--- config.mk ---
export PLATFORM = sky130hd
export DESIGN_NAME = disp_ser7_tx
export DESIGN_NICKNAME = d
export VERILOG_FILES = /design/src/rtl/disp_ser7_pkg.sv /design/src/rtl/disp_ser7_rst_sync.sv /design/src/rtl/disp_ser7_capture.sv /design/src/rtl/disp_ser7_slot_ctr.sv /design/src/rtl/disp_ser7_lane.sv /design/src/rtl/disp_ser7_tx.sv
export SDC_FILE = /design/constraint.sdc
export NUM_CORES = 1
export LEC_CHECK = 0
export BUFFER_PORTS_ARGS = -buffer_cell sky130_fd_sc_hd__buf_2
export CORE_MARGIN = 2
export CORE_UTILIZATION = 63
export CTS_CLUSTER_SIZE = 14
export DETAILED_ROUTE_END_ITERATION = 7
export HOLD_SLACK_MARGIN = 0.15
export PLACE_DENSITY = 0.86
export SKIP_LAST_GASP = 1
export SYNTH_ARGS = -nofsm -noshare
export SYNTH_HDL_FRONTEND = slang
export SYNTH_SLANG_ARGS = --single-unit
--- constraint.sdc ---
create_clock -name clk_bit -period 6.88 [get_ports clk_bit]
set_clock_uncertainty 0.15 [all_clocks]
set_input_delay 0.344 -clock clk_bit [delete_from_list [all_inputs] [get_ports clk_bit]]
set_output_delay 0.344 -clock clk_bit [all_outputs]
set_load 0.005 [all_outputs]
--- src/rtl/disp_ser7_pkg.sv ---
`timescale 1ns/1ps
package disp_ser7_pkg;

  localparam int unsigned LANES  = 4;
  localparam int unsigned SLOTS  = 7;
  localparam int unsigned WORD_W = LANES * SLOTS;
  localparam int unsigned SLOT_W = $clog2(SLOTS);

  typedef logic [SLOTS-1:0] frame_t;

  // Frame marker for the clock lane, bit SLOTS-1 goes out first.
  localparam frame_t FRAME_PAT = 7'b1100011;

  // Source bit of the parallel word for [lane][position], position 0 = LSB.
  localparam int unsigned LANE_MAP [LANES][SLOTS] = '{
    '{ 0,  1,  2,  3,  4,  6,  7},
    '{ 8,  9, 12, 13, 14, 15, 18},
    '{19, 20, 21, 22, 24, 25, 26},
    '{27,  5, 10, 11, 16, 17, 23}
  };

endpackage

--- src/rtl/disp_ser7_rst_sync.sv ---
`timescale 1ns/1ps
module disp_ser7_rst_sync #(
  parameter int unsigned STAGES = 2
) (
  input  logic clk,
  input  logic arst_n,
  output logic srst_n
);

  logic [STAGES-1:0] sync_q;
  logic [STAGES-1:0] sync_d;

  always_comb begin
    sync_d = {sync_q[STAGES-2:0], 1'b1};
  end

  always_ff @(posedge clk or negedge arst_n) begin
    if (!arst_n) begin
      sync_q <= '0;
    end else begin
      sync_q <= sync_d;
    end
  end

  assign srst_n = sync_q[STAGES-1];

endmodule

--- src/rtl/disp_ser7_capture.sv ---
`timescale 1ns/1ps
module disp_ser7_capture #(
  parameter int unsigned W    = 28,
  parameter int unsigned SYNC = 2
) (
  input  logic         clk,
  input  logic         rst_n,
  input  logic         pix_clk,
  input  logic         rise_sel,
  input  logic [W-1:0] pix_data,
  output logic [W-1:0] word_q,
  output logic         word_vld
);

  // Pixel clock sampler: SYNC stages plus one history stage for the edge.
  logic [SYNC:0]  pclk_q;
  logic [SYNC:0]  pclk_d;
  // Data delayed to line up with pclk_q[SYNC-1].
  logic [W-1:0]   dpipe_q [SYNC];
  logic [W-1:0]   dpipe_d [SYNC];
  logic           edge_hit;
  logic [W-1:0]   word_d;
  logic           vld_d;

  always_comb begin
    pclk_d     = {pclk_q[SYNC-1:0], pix_clk};
    dpipe_d[0] = pix_data;
    for (int s = 1; s < SYNC; s++) begin
      dpipe_d[s] = dpipe_q[s-1];
    end
  end

  always_comb begin
    if (rise_sel) begin
      edge_hit = pclk_q[SYNC-1] & ~pclk_q[SYNC];
    end else begin
      edge_hit = ~pclk_q[SYNC-1] & pclk_q[SYNC];
    end
    word_d = edge_hit ? dpipe_q[SYNC-1] : word_q;
    vld_d  = word_vld | edge_hit;
  end

  always_ff @(posedge clk or negedge rst_n) begin
    if (!rst_n) begin
      pclk_q <= '0;
    end else begin
      pclk_q <= pclk_d;
    end
  end

  for (genvar s = 0; s < SYNC; s++) begin : g_dpipe
    always_ff @(posedge clk or negedge rst_n) begin
      if (!rst_n) begin
        dpipe_q[s] <= '0;
      end else begin
        dpipe_q[s] <= dpipe_d[s];
      end
    end
  end

  always_ff @(posedge clk or negedge rst_n) begin
    if (!rst_n) begin
      word_q   <= '0;
      word_vld <= 1'b0;
    end else begin
      word_q   <= word_d;
      word_vld <= vld_d;
    end
  end

endmodule

--- src/rtl/disp_ser7_slot_ctr.sv ---
`timescale 1ns/1ps
module disp_ser7_slot_ctr #(
  parameter int unsigned SLOTS = 7,
  localparam int unsigned CW   = $clog2(SLOTS)
) (
  input  logic clk,
  input  logic rst_n,
  output logic load_stb
);

  localparam logic [CW-1:0] LAST = CW'(SLOTS - 1);

  logic [CW-1:0] cnt_q;
  logic [CW-1:0] cnt_d;

  always_comb begin
    load_stb = (cnt_q == LAST);
    cnt_d    = load_stb ? '0 : cnt_q + 1'b1;
  end

  always_ff @(posedge clk or negedge rst_n) begin
    if (!rst_n) begin
      cnt_q <= '0;
    end else begin
      cnt_q <= cnt_d;
    end
  end

endmodule

--- src/rtl/disp_ser7_lane.sv ---
`timescale 1ns/1ps
module disp_ser7_lane #(
  parameter int unsigned N = 7
) (
  input  logic         clk,
  input  logic         rst_n,
  input  logic         load_en,
  input  logic [N-1:0] par,
  output logic         ser
);

  logic [N-1:0] sr_q;
  logic [N-1:0] sr_d;

  always_comb begin
    if (load_en) begin
      sr_d = par;
    end else begin
      sr_d = {sr_q[N-2:0], 1'b0};
    end
  end

  always_ff @(posedge clk or negedge rst_n) begin
    if (!rst_n) begin
      sr_q <= '0;
    end else begin
      sr_q <= sr_d;
    end
  end

  assign ser = sr_q[N-1];

endmodule

--- src/rtl/disp_ser7_tx.sv ---
`timescale 1ns/1ps
module disp_ser7_tx
  import disp_ser7_pkg::*;
#(
  parameter int unsigned SYNC_STAGES = 2,
  parameter int unsigned RST_STAGES  = 2
) (
  input  logic              clk_bit,
  input  logic              rst_n,
  input  logic              shut_n,
  input  logic              pix_clk,
  input  logic              rise_sel,
  input  logic [WORD_W-1:0] pix_data,
  output logic [LANES-1:0]  ser_data,
  output logic              ser_clk,
  output logic              ser_oe
);

  logic              arst_n;
  logic              core_rst_n;
  logic [WORD_W-1:0] cap_word;
  logic              cap_vld;
  logic              load_stb;
  frame_t            lane_word [LANES];
  logic [LANES-1:0]  lane_ser;
  logic              clk_ser;
  logic              oe_q;
  logic              oe_d;

  assign arst_n = rst_n & shut_n;

  disp_ser7_rst_sync #(.STAGES(RST_STAGES)) u_rst (
    .clk    (clk_bit),
    .arst_n (arst_n),
    .srst_n (core_rst_n)
  );

  disp_ser7_capture #(.W(WORD_W), .SYNC(SYNC_STAGES)) u_cap (
    .clk      (clk_bit),
    .rst_n    (core_rst_n),
    .pix_clk  (pix_clk),
    .rise_sel (rise_sel),
    .pix_data (pix_data),
    .word_q   (cap_word),
    .word_vld (cap_vld)
  );

  disp_ser7_slot_ctr #(.SLOTS(SLOTS)) u_slot (
    .clk      (clk_bit),
    .rst_n    (core_rst_n),
    .load_stb (load_stb)
  );

  for (genvar l = 0; l < LANES; l++) begin : g_lane
    for (genvar p = 0; p < SLOTS; p++) begin : g_pos
      assign lane_word[l][p] = cap_word[LANE_MAP[l][p]];
    end

    disp_ser7_lane #(.N(SLOTS)) u_lane (
      .clk     (clk_bit),
      .rst_n   (core_rst_n),
      .load_en (load_stb),
      .par     (lane_word[l]),
      .ser     (lane_ser[l])
    );
  end

  disp_ser7_lane #(.N(SLOTS)) u_clk_lane (
    .clk     (clk_bit),
    .rst_n   (core_rst_n),
    .load_en (load_stb),
    .par     (FRAME_PAT),
    .ser     (clk_ser)
  );

  always_comb begin
    oe_d = oe_q | (load_stb & cap_vld);
  end

  always_ff @(posedge clk_bit or negedge core_rst_n) begin
    if (!core_rst_n) begin
      oe_q <= 1'b0;
    end else begin
      oe_q <= oe_d;
    end
  end

  assign ser_data = lane_ser & {LANES{oe_q}};
  assign ser_clk  = clk_ser & oe_q;
  assign ser_oe   = oe_q;

endmodule

# Word level (Yosys, flattened, before mapping)
# Cells that the tools add are included.
# Widths: inputs -> output; s select.
classes:
  n_mux: 7
  bitwise_logic: 10
  add_sub_neg: 1
  n_eq_ne: 1
op_table:
  columns: ["cell", "count"]
  rows:
  - ["$mux 7", 5]
  - ["$and 1x1->1", 5]
  - ["$and 4x4->4", 1]
  - ["$add 3x1->3 const B", 1]
  - ["$eq 3x3->1 const B", 1]
  - ["$mux 3", 1]
  - ["$not 1->1", 2]
  - ["$or 1x1->1", 2]
  - ["$mux 1", 1]
totals:
  in_bits: 33
  wordCells: 32
  out_inout_bits: 6
  reg_bits: 129

# Longest topological paths before layout
# Gate-level depths: netlist of the first run.
depth:
  ltp_word: 4
  mapped_depth: 6
  mapped_depth_nobuf: 4

# Hierarchy
# Synthesis of the first run repeated with hierarchy kept, for this count alone.
unflattened:
  cells_unflattened: 359
  hier_area_um2: 5068.6
by_module_without_submodules:
  columns: ["mod", "seq_area_each_um2", "area_per_inst_um2", "n_inst", "cells_each"]
  rows:
  - ["disp_ser7_capture", 2202.1, 3392.0, 1, 261]
  - ["disp_ser7_lane", 175.2, 284.0, 5, 15]
  - ["disp_ser7_slot_ctr", 75.1, 123.9, 1, 10]
  - ["disp_ser7_tx", 25.0, 78.8, 1, 10]
  - ["disp_ser7_rst_sync", 50.0, 53.8, 1, 3]

# Worst setup path after synthesis of the first run
# OpenSTA, ideal clock, no wires.
synth_timing:
  path_type: "register -> register"
  from: "register u_cap.pclk_q[1]"
  to: "register u_cap.word_q[10]"
  setup_slack_ns: 5.383
  path_buffers: 3
  arrival_time_ns: 1.196
  stages_incl_launch_ff: 7
  setup_ns: 0.151
  synth_period_minus_slack_ns: 1.497
  t_required_ns: 6.579
  cell_sequence: "dfrtp_1 buf_4 or2_1 buf_6 buf_8 o22ai_2 a211oi_2"
synth_via:
  elab_chain_cells: 3
  elab_cells_between_ends: 4
  classes_between: "mux: 1; bitwise: 3"
synth_lines:
  columns: ["element", "line_no", "source"]
  rows:
  - ["start: declaration", "disp_ser7_capture.sv:16", "logic [SYNC:0] pclk_q;"]
  - ["start signal: assignment", "disp_ser7_capture.sv:47", "pclk_q <= pclk_d;"]
  - ["$not 1->1", "disp_ser7_capture.sv:37", "edge_hit = ~pclk_q[SYNC-1] & pclk_q[SYNC];"]
  - ["$and 1x1->1", "disp_ser7_capture.sv:37", null]
  - ["$mux 1 *", "disp_ser7_capture.sv:34", "if (rise_sel) begin"]
  - ["end signal: assignment", "disp_ser7_capture.sv:66", "word_q <= word_d;"]
  - ["end: declaration", "disp_ser7_capture.sv:11", "output logic [W-1:0] word_q,"]
# Every way passes the cells marked *; elsewhere a longest branch is shown, timed or not.
# A chain may end at the register's enable or synchronous reset.

# Worst setup path in the final report of the first run
layout_timing:
  from: "register u_cap.pclk_q[2]"
  to: "register u_cap.word_q[0]"
layout_via:
  elab_chain_cells: 3
  elab_cells_between_ends: 4
  classes_between: "mux: 1; bitwise: 3"
layout_lines:
  columns: ["element", "line_no", "source"]
  rows:
  - ["$not 1->1", "disp_ser7_capture.sv:35", "edge_hit = pclk_q[SYNC-1] & ~pclk_q[SYNC];"]
  - ["$and 1x1->1", "disp_ser7_capture.sv:35", null]
  - ["$mux 1 *", "disp_ser7_capture.sv:34", null]
# Marked as above.

==> results of run 1 <==
stage by stage:
stage / area (um^2) / power (mW) / instances / hold slack [ns] / setup WS, ns
after floorplan: 4820 / 0.987 / 325 / 0.000269 / 2.87
after global placement: 5010 / 1.02 / 442 / 0.0812 / 4.56
after detailed placement: 5010 / 1.03 / 442 / 0.0892 / 4.51
after CTS: 5900 / 1.89 / 507 / 0.198 / 4.34
after global routing: 5900 / 1.96 / 507 / 0.197 / 4.20
final: 5900 / 1.89 / 507 / 0.195 / 4.30
kinds of logic (layout without fill, tap and decap cells):
logic type / after synthesis / after routing
AO/OA/AOI/OAI: 92 / 92
buffers and inverters: 27 / 110
flip-flops: 129 / 129
multiplexers: 25 / 25
other: 1 / 1
AND/OR/NAND/NOR: 51 / 51
final timing paths:
kind,from,end,slack [ns],cells past startpoint
setup / recovery,u_cap.pclk_q[2]$_DFF_PN0_,u_cap.word_q[0]$_DFFE_PN0P_,4.30,4
hold / removal,u_cap.dpipe_d[27]$_DFF_PN0_,u_cap.dpipe_q[27]$_DFF_PN0_,0.19,0
setup reg to reg,u_cap.pclk_q[2]$_DFF_PN0_,u_cap.word_q[0]$_DFFE_PN0P_,4.30,4
hold reg to reg,u_cap.dpipe_d[27]$_DFF_PN0_,u_cap.dpipe_q[27]$_DFF_PN0_,0.19,0
max in group asynchronous,u_rst.sync_q[1]$_DFF_PN0_,g_lane[2].u_lane.sr_q[5]$_DFF_PN0_,5.02,1
min in group asynchronous,u_rst.sync_q[1]$_DFF_PN0_,u_cap.dpipe_d[5]$_DFF_PN0_,0.30,0
where the power goes:
| group | internal (mW) | switching, mW |
|---|---|---|
| Clock | 0.517 | 0.330 |
| Combinational | 0.0888 | 0.0792 |
| Sequential | 0.816 | 0.0577 |
synthesized netlist by cell type (all sizes together):
library cell / count / share of area (%)
a211o: 3 / 0.55
a211oi: 25 / 5.7
a21o: 2 / 0.34
a21oi: 4 / 0.42
and2: 13 / 1.7
buf: 16 / 2.4
clkbuf: 7 / 0.62
conb: 1 / 0.078
dfrtp: 129 / 67
inv: 4 / 0.36
mux2: 24 / 5.6
mux2i: 1 / 0.21
nand2: 3 / 0.29
nand2b: 4 / 0.52
nand3: 1 / 0.36
nand3b: 4 / 0.62
nor2: 25 / 1.9
o21ai: 1 / 0.10
o221ai: 1 / 0.18
o22ai: 28 / 5.8
o311ai: 3 / 0.55
o32ai: 25 / 4.5
or2: 1 / 0.13
routing by layer:
metal | routed length (um) | vias to the layer above
met5 | 0 | -
met4 | 187 | 0
met3 | 489 | 17
met2 | 5420 | 115
met1 | 3860 | 1610
li1 | - | 1346
layout make-up:
| cell class | count | area [um^2] |
|---|---|---|
| Clock buffer | 20 | 425 |
| Clock inverter | 12 | 135 |
| Fill cell | 399 | 1430 |
| Inverter | 4 | 17.5 |
| Multi-Input combinational cell | 169 | 1430 |
| Sequential cell | 129 | 3230 |
| Tap cell | 99 | 124 |
| Timing Repair Buffer | 74 | 543 |
worst max-delay path, delay by kind of cell, from the launching register on:
family,cells,cell delay [ns]
buffers and inverters,1,0.43
DFF,1,0.32
AOI/OAI and AO/OA,2,0.54
and+or+nand+nor,1,1.01
state kept, by name, indices dropped and copies added, names as in the netlist:
register,cells
g_lane.u_lane.sr_q,28
u_cap.dpipe_d,28
u_cap.dpipe_q,28
u_cap.word_q,28
u_clk_lane.sr_q,7
u_cap.pclk_q,3
u_slot.cnt_q,3
u_rst.sync_q,2
ser_oe,1
u_cap.word_vld,1
==> metrics.txt, run 1 <==
# TYPE chip_impl_metric gauge
chip_impl_metric{name="syn-instance-count",unit=""} 325
chip_impl_metric{name="total_of_flip_flops_plus_latches_after_synthesis",unit=""} 129
chip_impl_metric{name="worst_skew_pair.late_latency",unit="ns"} 0.51
chip_impl_metric{name="grt_pass1_wl",unit="um"} 16800
chip_impl_metric{name="grt_usage",unit="%"} 26.6
chip_impl_info{name="endpoint_kind",value="flip-flop"} 1
chip_impl_metric{name="cts.reportedPaths.clkPinSlew",unit="ns"} 0.06
chip_impl_metric{name="synth_xor_xnor_area_share",unit="%"} 0
chip_impl_metric{name="synth_seq_area_share",unit="%"} 67.0
chip_impl_metric{name="netlist-cell-type-count",unit=""} 33
chip_impl_metric{name="fraction_of_layout_instances_using_a_drive_strength_above_1",unit="%"} 27.2
chip_impl_info{name="timing.setup.critical_path_class",value="reg2reg"} 1
chip_impl_metric{name="fin_setup_tns",unit="ns"} 0
chip_impl_metric{name="cts.repair.resized",unit=""} 0
chip_impl_metric{name="timing_max_transition_violations_final",unit=""} 0
chip_impl_info{name="top_usage_layer",value="met2"} 1
chip_impl_info{name="final_cell_mix",value="dfrtp_1 (128), buf_2 (38), dlygate4sd3_1 (33)"} 1
chip_impl_metric{name="post_drt_wl_per_cell",unit="um"} 19.6
chip_impl_metric{name="insertedDiodeCount",unit=""} 0
chip_impl_metric{name="cts_buffers",unit=""} 17
chip_impl_metric{name="grt.met1_usage",unit="%"} 31.8
chip_impl_metric{name="pin_count",unit=""} 39
chip_impl_metric{name="portBuffers",unit=""} 38
chip_impl_metric{name="syn_to_final_growth",unit="%"} 22.6
chip_impl_metric{name="fp-row-count",unit=""} 31
chip_impl_metric{name="slew_headroom",unit="%"} 17.5
chip_impl_metric{name="globalRouteOverflowTotal",unit=""} 0
chip_impl_metric{name="syn_nets",unit=""} 358
chip_impl_info{name="cp-start-kind",value="flip-flop"} 1
chip_impl_info{name="ctsRootBufferMaster",value="clkbuf_8"} 1
chip_impl_metric{name="detailed_place_hpwl",unit="um"} 4700
chip_impl_metric{name="grt_use_met2",unit="%"} 46.1
chip_impl_metric{name="ir_drop",unit="mV"} 0.238
chip_impl_metric{name="global_route.usage.met3",unit="%"} 6.89
chip_impl_metric{name="fin_crit_sh",unit="%"} 37.5
chip_impl_metric{name="postCtsSetupRepairBufs",unit=""} 0
chip_impl_metric{name="yosys_warnings",unit=""} 0
chip_impl_metric{name="cp_max_fo",unit=""} 38
chip_impl_metric{name="layout.nets",unit=""} 428
chip_impl_metric{name="syn_area",unit="mm^2"} 0.00482
chip_impl_metric{name="maxCapViolations",unit=""} 0
chip_impl_info{name="worstPathCellList",value="buf_4 -> nand2b_1 -> o32ai_1 -> a211oi_1"} 1
chip_impl_metric{name="antenna_violating_nets_post_route",unit=""} 0
chip_impl_metric{name="ctsHoldBuffers",unit=""} 33
chip_impl_metric{name="drc",unit=""} 0
chip_impl_metric{name="worst_pin_slew",unit="ns"} 1.24
chip_impl_info{name="timing.hold.worst.class",value="reg2reg"} 1
chip_impl_metric{name="post_synthesis_compound_gate_area_fraction",unit="%"} 18.2
chip_impl_metric{name="maximum_single_stage_delay_on_the_critical_path",unit="ns"} 1.01
chip_impl_metric{name="dr.first_iter.drc_count",unit=""} 258
chip_impl_metric{name="leakage",unit="nW"} 2.52
chip_impl_metric{name="pin_count_of_the_biggest_net_entering_global_routing",unit=""} 71
chip_impl_metric{name="globalplace.congestion",unit=""} 0.753
chip_impl_metric{name="postLayoutCoreUtil",unit="%"} 80.5
chip_impl_metric{name="worst_ep_arrival_time",unit="ns"} 2.83
chip_impl_metric{name="synthSimpleGateAreaFrac",unit="%"} 5.56
chip_impl_metric{name="avgSynthCellArea",unit="um^2"} 14.8
chip_impl_metric{name="dieWidth",unit="um"} 91.4
chip_impl_metric{name="drt_pre_antenna_iters",unit=""} 4
chip_impl_metric{name="maximum_buffer_depth_of_the_clock_tree",unit=""} 2
chip_impl_metric{name="crit_path_required_time",unit="ns"} 7.13
chip_impl_info{name="critPathSlowestCell",value="nand2b_1"} 1
chip_impl_metric{name="grt_pass1_vias",unit=""} 3321
chip_impl_metric{name="design.core.area",unit="mm^2"} 0.00733
chip_impl_metric{name="setup_viol",unit=""} 0
chip_impl_metric{name="fmax",unit="MHz"} 388
chip_impl_metric{name="die_h",unit="um"} 91.4
chip_impl_metric{name="cts_htree_levels",unit=""} 4
chip_impl_metric{name="initial_utilization",unit="%"} 65.7
chip_impl_metric{name="antenna_violations_before_repair",unit=""} 0
chip_impl_metric{name="num_vias",unit=""} 3088
chip_impl_metric{name="synth_fa_ha_area_share",unit="%"} 0
chip_impl_metric{name="floorplan.die_area",unit="mm^2"} 0.00836
chip_impl_info{name="setup_repair_after_global_routing_missed_its_margin",value="no"} 1
chip_impl_metric{name="viasPerCell",unit=""} 6.09
chip_impl_info{name="synth_top_family_by_area",value="compound AO/OA/AOI/OAI gates"} 1
chip_impl_info{name="outcome",value="finished, final reports clean"} 1
chip_impl_metric{name="final.min_clock_period",unit="ns"} 2.58
chip_impl_metric{name="timing.final.hold_violations",unit=""} 0
chip_impl_metric{name="synth.area.mux_share",unit="%"} 5.82
chip_impl_metric{name="cts.sinks",unit=""} 129
chip_impl_metric{name="pwr_density_cell",unit="mW/mm^2"} 320
chip_impl_info{name="layout_commonest_cell",value="dfrtp_1"} 1
chip_impl_info{name="tritoncts",value="done"} 1
chip_impl_metric{name="detail_route.wirelength",unit="um"} 9950
Note: power is estimated with default switching activity, not from simulation.
==> inputs of run 2 (changes only) <==
--- a/config.mk
+++ b/config.mk
@@ -5,13 +5,14 @@
 export SDC_FILE = /design/constraint.sdc
 export NUM_CORES = 1
 export LEC_CHECK = 0
+export ABC_AREA = 1
 export BUFFER_PORTS_ARGS = -buffer_cell sky130_fd_sc_hd__buf_2
 export CORE_MARGIN = 2
-export CORE_UTILIZATION = 63
+export CORE_UTILIZATION = 57
 export CTS_CLUSTER_SIZE = 14
 export DETAILED_ROUTE_END_ITERATION = 7
 export HOLD_SLACK_MARGIN = 0.15
-export PLACE_DENSITY = 0.86
+export PLACE_DENSITY = 0.8
 export SKIP_LAST_GASP = 1
 export SYNTH_ARGS = -nofsm -noshare
 export SYNTH_HDL_FRONTEND = slang
==> constraint.sdc (replaced) <==
create_clock -name clk_bit -period 2.4 [get_ports clk_bit]
set_clock_uncertainty 0.15 [all_clocks]
set_input_delay 0.12 -clock clk_bit [delete_from_list [all_inputs] [get_ports clk_bit]]
set_output_delay 0.12 -clock clk_bit [all_outputs]
set_load 0.005 [all_outputs]
==> metrics.txt, run 2 <==
# TYPE chip_impl_metric gauge
chip_impl_info{name="cp-start-kind",value="input pin"} 1
chip_impl_metric{name="cts_htree_levels",unit=""} 4
chip_impl_metric{name="post_drt_wl_per_cell",unit="um"} 17.5
chip_impl_metric{name="cp_max_fo",unit=""} 2
chip_impl_metric{name="netlist-cell-type-count",unit=""} 17
chip_impl_metric{name="timing.final.hold_violations",unit=""} 0
chip_impl_metric{name="globalRouteOverflowTotal",unit=""} 0
chip_impl_metric{name="final_cell_count_no_fill",unit=""} 571
chip_impl_metric{name="dieWidth",unit="um"} 89.3
chip_impl_metric{name="initial_utilization",unit="%"} 58.1
chip_impl_metric{name="numPlacedInstances",unit=""} 476
chip_impl_metric{name="pwr_density_cell",unit="mW/mm^2"} 978
chip_impl_metric{name="cts.sinks",unit=""} 129
chip_impl_metric{name="maximum_buffer_depth_of_the_clock_tree",unit=""} 2
chip_impl_metric{name="cts.repair.resized",unit=""} 0
chip_impl_metric{name="num_vias",unit=""} 2912
chip_impl_metric{name="worst_skew_pair.late_latency",unit="ns"} 0.52
chip_impl_info{name="synth.cells.most_frequent",value="nand2_1 (136), dfrtp_1 (129), nand3_1 (31)"} 1
chip_impl_metric{name="floorplan.die_area",unit="mm^2"} 0.00797
chip_impl_metric{name="fmax",unit="MHz"} 491
chip_impl_metric{name="cts_buffers",unit=""} 17
chip_impl_metric{name="avgSynthCellArea",unit="um^2"} 11.9
chip_impl_metric{name="final.min_clock_period",unit="ns"} 2.04
chip_impl_metric{name="pin_count",unit=""} 39
chip_impl_metric{name="viasPerCell",unit=""} 5.10
chip_impl_metric{name="synth_seq_area_share",unit="%"} 77.9
chip_impl_metric{name="async_reset_ff_share",unit="%"} 100
chip_impl_metric{name="post_synthesis_compound_gate_area_fraction",unit="%"} 0.543
chip_impl_metric{name="ir_drop",unit="mV"} 0.934
chip_impl_metric{name="syn_area",unit="mm^2"} 0.00415
chip_impl_metric{name="design.core.area",unit="mm^2"} 0.00714
chip_impl_metric{name="synth-edff-count",unit=""} 0
chip_impl_metric{name="synth_xor_xnor_area_share",unit="%"} 0
chip_impl_metric{name="fin_worst_hold_slack",unit="ns"} 0.157
chip_impl_info{name="crit_start",value="shut_n"} 1
chip_impl_metric{name="drc",unit=""} 0
chip_impl_metric{name="globalplace.congestion",unit=""} 0.738
chip_impl_info{name="ctsRootBufferMaster",value="clkbuf_8"} 1
chip_impl_metric{name="grt_pass1_vias",unit=""} 3067
chip_impl_info{name="timing.hold.worst.class",value="reg2async"} 1
chip_impl_metric{name="fin_setup_tns",unit="ns"} 0
chip_impl_metric{name="power",unit="mW"} 5.59
chip_impl_metric{name="detailed_place_hpwl",unit="um"} 3670
chip_impl_metric{name="grt_usage",unit="%"} 28.2
chip_impl_metric{name="final_area",unit="mm^2"} 0.00572
chip_impl_metric{name="synth_fa_ha_area_share",unit="%"} 0
chip_impl_metric{name="leakage",unit="nW"} 2.96
chip_impl_info{name="synth_top_family_by_area",value="simple AND/OR/NAND/NOR gates"} 1
chip_impl_metric{name="pin_count_of_the_biggest_net_entering_global_routing",unit=""} 49
chip_impl_metric{name="grt_pass1_wl",unit="um"} 15700
chip_impl_metric{name="insertedDiodeCount",unit=""} 0
chip_impl_metric{name="timing_max_transition_violations_final",unit=""} 0
chip_impl_metric{name="syn_to_final_growth",unit="%"} 38.0
chip_impl_metric{name="fp-row-count",unit=""} 31
chip_impl_metric{name="layout.nets",unit=""} 492
chip_impl_metric{name="fin_crit_sh",unit="%"} 84.8
chip_impl_info{name="outcome",value="finished, final reports clean"} 1
chip_impl_metric{name="antenna_violations_before_repair",unit=""} 0
chip_impl_info{name="synth.most_common_cell",value="nand2_1"} 1
chip_impl_metric{name="dr.first_iter.drc_count",unit=""} 317
chip_impl_metric{name="worst_ep_arrival_time",unit="ns"} 2.59
chip_impl_metric{name="portBuffers",unit=""} 38
chip_impl_info{name="synth.area.top_cells",value="dfrtp_1 (78%), nand2_1 (12%), nand3_1 (3.7%), inv_1 (1.7%), buf_2 (0.97%)"} 1
chip_impl_metric{name="setup_viol",unit=""} 0
chip_impl_metric{name="syn-instance-count",unit=""} 348
chip_impl_metric{name="synthDominantCellAreaShare",unit="%"} 77.9
chip_impl_metric{name="synth.area.mux_share",unit="%"} 0
chip_impl_metric{name="total_of_flip_flops_plus_latches_after_synthesis",unit=""} 129
chip_impl_info{name="tritoncts",value="done"} 1
chip_impl_metric{name="detail_route.wirelength",unit="um"} 9980
chip_impl_metric{name="synthSimpleGateAreaFrac",unit="%"} 17.7
chip_impl_metric{name="drt_pre_antenna_iters",unit=""} 7
chip_impl_metric{name="maxCapViolations",unit=""} 0
chip_impl_metric{name="yosys_warnings",unit=""} 0
chip_impl_metric{name="r2r_cells",unit=""} 5
chip_impl_info{name="endpoint_kind",value="asynchronous set/reset pin"} 1
chip_impl_info{name="ys.flop_type",value="dfrtp_1"} 1
chip_impl_info{name="final_cell_mix",value="nand2_1 (136), dfrtp_1 (128), dlygate4sd3_1 (63)"} 1
chip_impl_metric{name="syn_nets",unit=""} 381
chip_impl_info{name="yosys_top_cell_by_area",value="dfrtp_1"} 1
chip_impl_info{name="timing.setup.critical_path_class",value="in2async"} 1
chip_impl_metric{name="antenna_violating_nets_post_route",unit=""} 0
chip_impl_metric{name="die_h",unit="um"} 89.3
chip_impl_metric{name="crit_path_required_time",unit="ns"} 2.96
chip_impl_metric{name="cts.reportedPaths.clkPinSlew",unit="ns"} 0.06
chip_impl_metric{name="placed_cell_area",unit="mm^2"} 0.00444
chip_impl_metric{name="worst_pin_slew",unit="ns"} 0.588
chip_impl_info{name="setup_repair_after_global_routing_missed_its_margin",value="no"} 1
chip_impl_info{name="worst_r2r_startpoint",value="u_cap.pclk_q[1]$_DFF_PN0_"} 1
chip_impl_metric{name="fraction_of_layout_instances_using_a_drive_strength_above_1",unit="%"} 17.2
chip_impl_metric{name="slew_headroom",unit="%"} 60.6
chip_impl_info{name="layout_commonest_cell",value="nand2_1"} 1
-- run 2: changes by cell type in the layout (fill, tap and decap cells not counted), moves of 18 or more --
cell,change
nand2_1,+134
nand3_1,+31
dlygate4sd3_1,+30
o32ai_1,-25
mux2_1,-24
inv_1,+18
-- run 2: critical path, stage by stage --
cell and delay [ns]:
dlygate4sd3_1 0.52, buf_2 0.10, dlygate4sd3_1 0.54, nand2_1 0.06
dlygate4sd3_1 0.57, inv_1 0.07, dlygate4sd3_1 0.61
-- run 2: final cells by class --
| class | instances | area, um^2 |
|---|---|---|
| sequential | 129 | 3230 |
| fill | 363 | 1410 |
| timing repair buffer | 106 | 883 |
| multi-input combinational | 185 | 758 |
| clock buffer | 20 | 445 |
| clock inverter | 12 | 205 |
| tap | 99 | 124 |
| inverter | 20 | 75.1 |
-- run 2: layer usage --
layer	wire [um]	global-route usage, %	vias to the layer above
li1	-	-	1289
met1	3720	33.3	1450
met2	5280	47.6	138
met3	588	8.49	35
met4	391	13.0	0
met5	0	0	-
-- run 2: logic make-up (layout without fill, tap and decap cells) --
kind of cell / after synthesis / count (layout)
AOI/OAI and AO/OA: 4 / 4
buffers and inverters: 34 / 158
DFF: 129 / 129
other: 1 / 1
and+or+nand+nor: 180 / 180
-- run 2: final timing paths --
kind                                                    end  slack (ns)
worst min-delay path            u_cap.dpipe_q[16]$_DFF_PN0_        0.16
worst max register to register  u_cap.word_q[6]$_DFFE_PN0P_        0.76
worst max-delay path              u_rst.sync_q[1]$_DFF_PN0_        0.36
min in group clk_bit             u_cap.dpipe_q[4]$_DFF_PN0_        0.20
max in group clk_bit            u_cap.word_q[6]$_DFFE_PN0P_        0.76
worst min register to register  u_cap.dpipe_q[16]$_DFF_PN0_        0.16
-- run 2: power breakdown --
group | total (mW) | switching [mW] | internal [mW]
clock | 2.80 | 0.950 | 1.85
combinational | 0.381 | 0.199 | 0.183
sequential | 2.41 | 0.0855 | 2.32
-- run 2: repair_timing --
item	4_1_cts	5_1_grt
endpoints found under the setup margin	0	0
hold endpoints to repair	58	0
hold buffers	63	0
setup buffers	0	0
-- run 2: through the flow --
stage | util, % | setup WS (ns)
floorplan | - | 0.102
global placement | 62.2 | 1.04
detailed placement | 62.2 | 0.941
CTS | 80.2 | 0.516
global route | 80.2 | 0.294
finish | 80.2 | 0.364
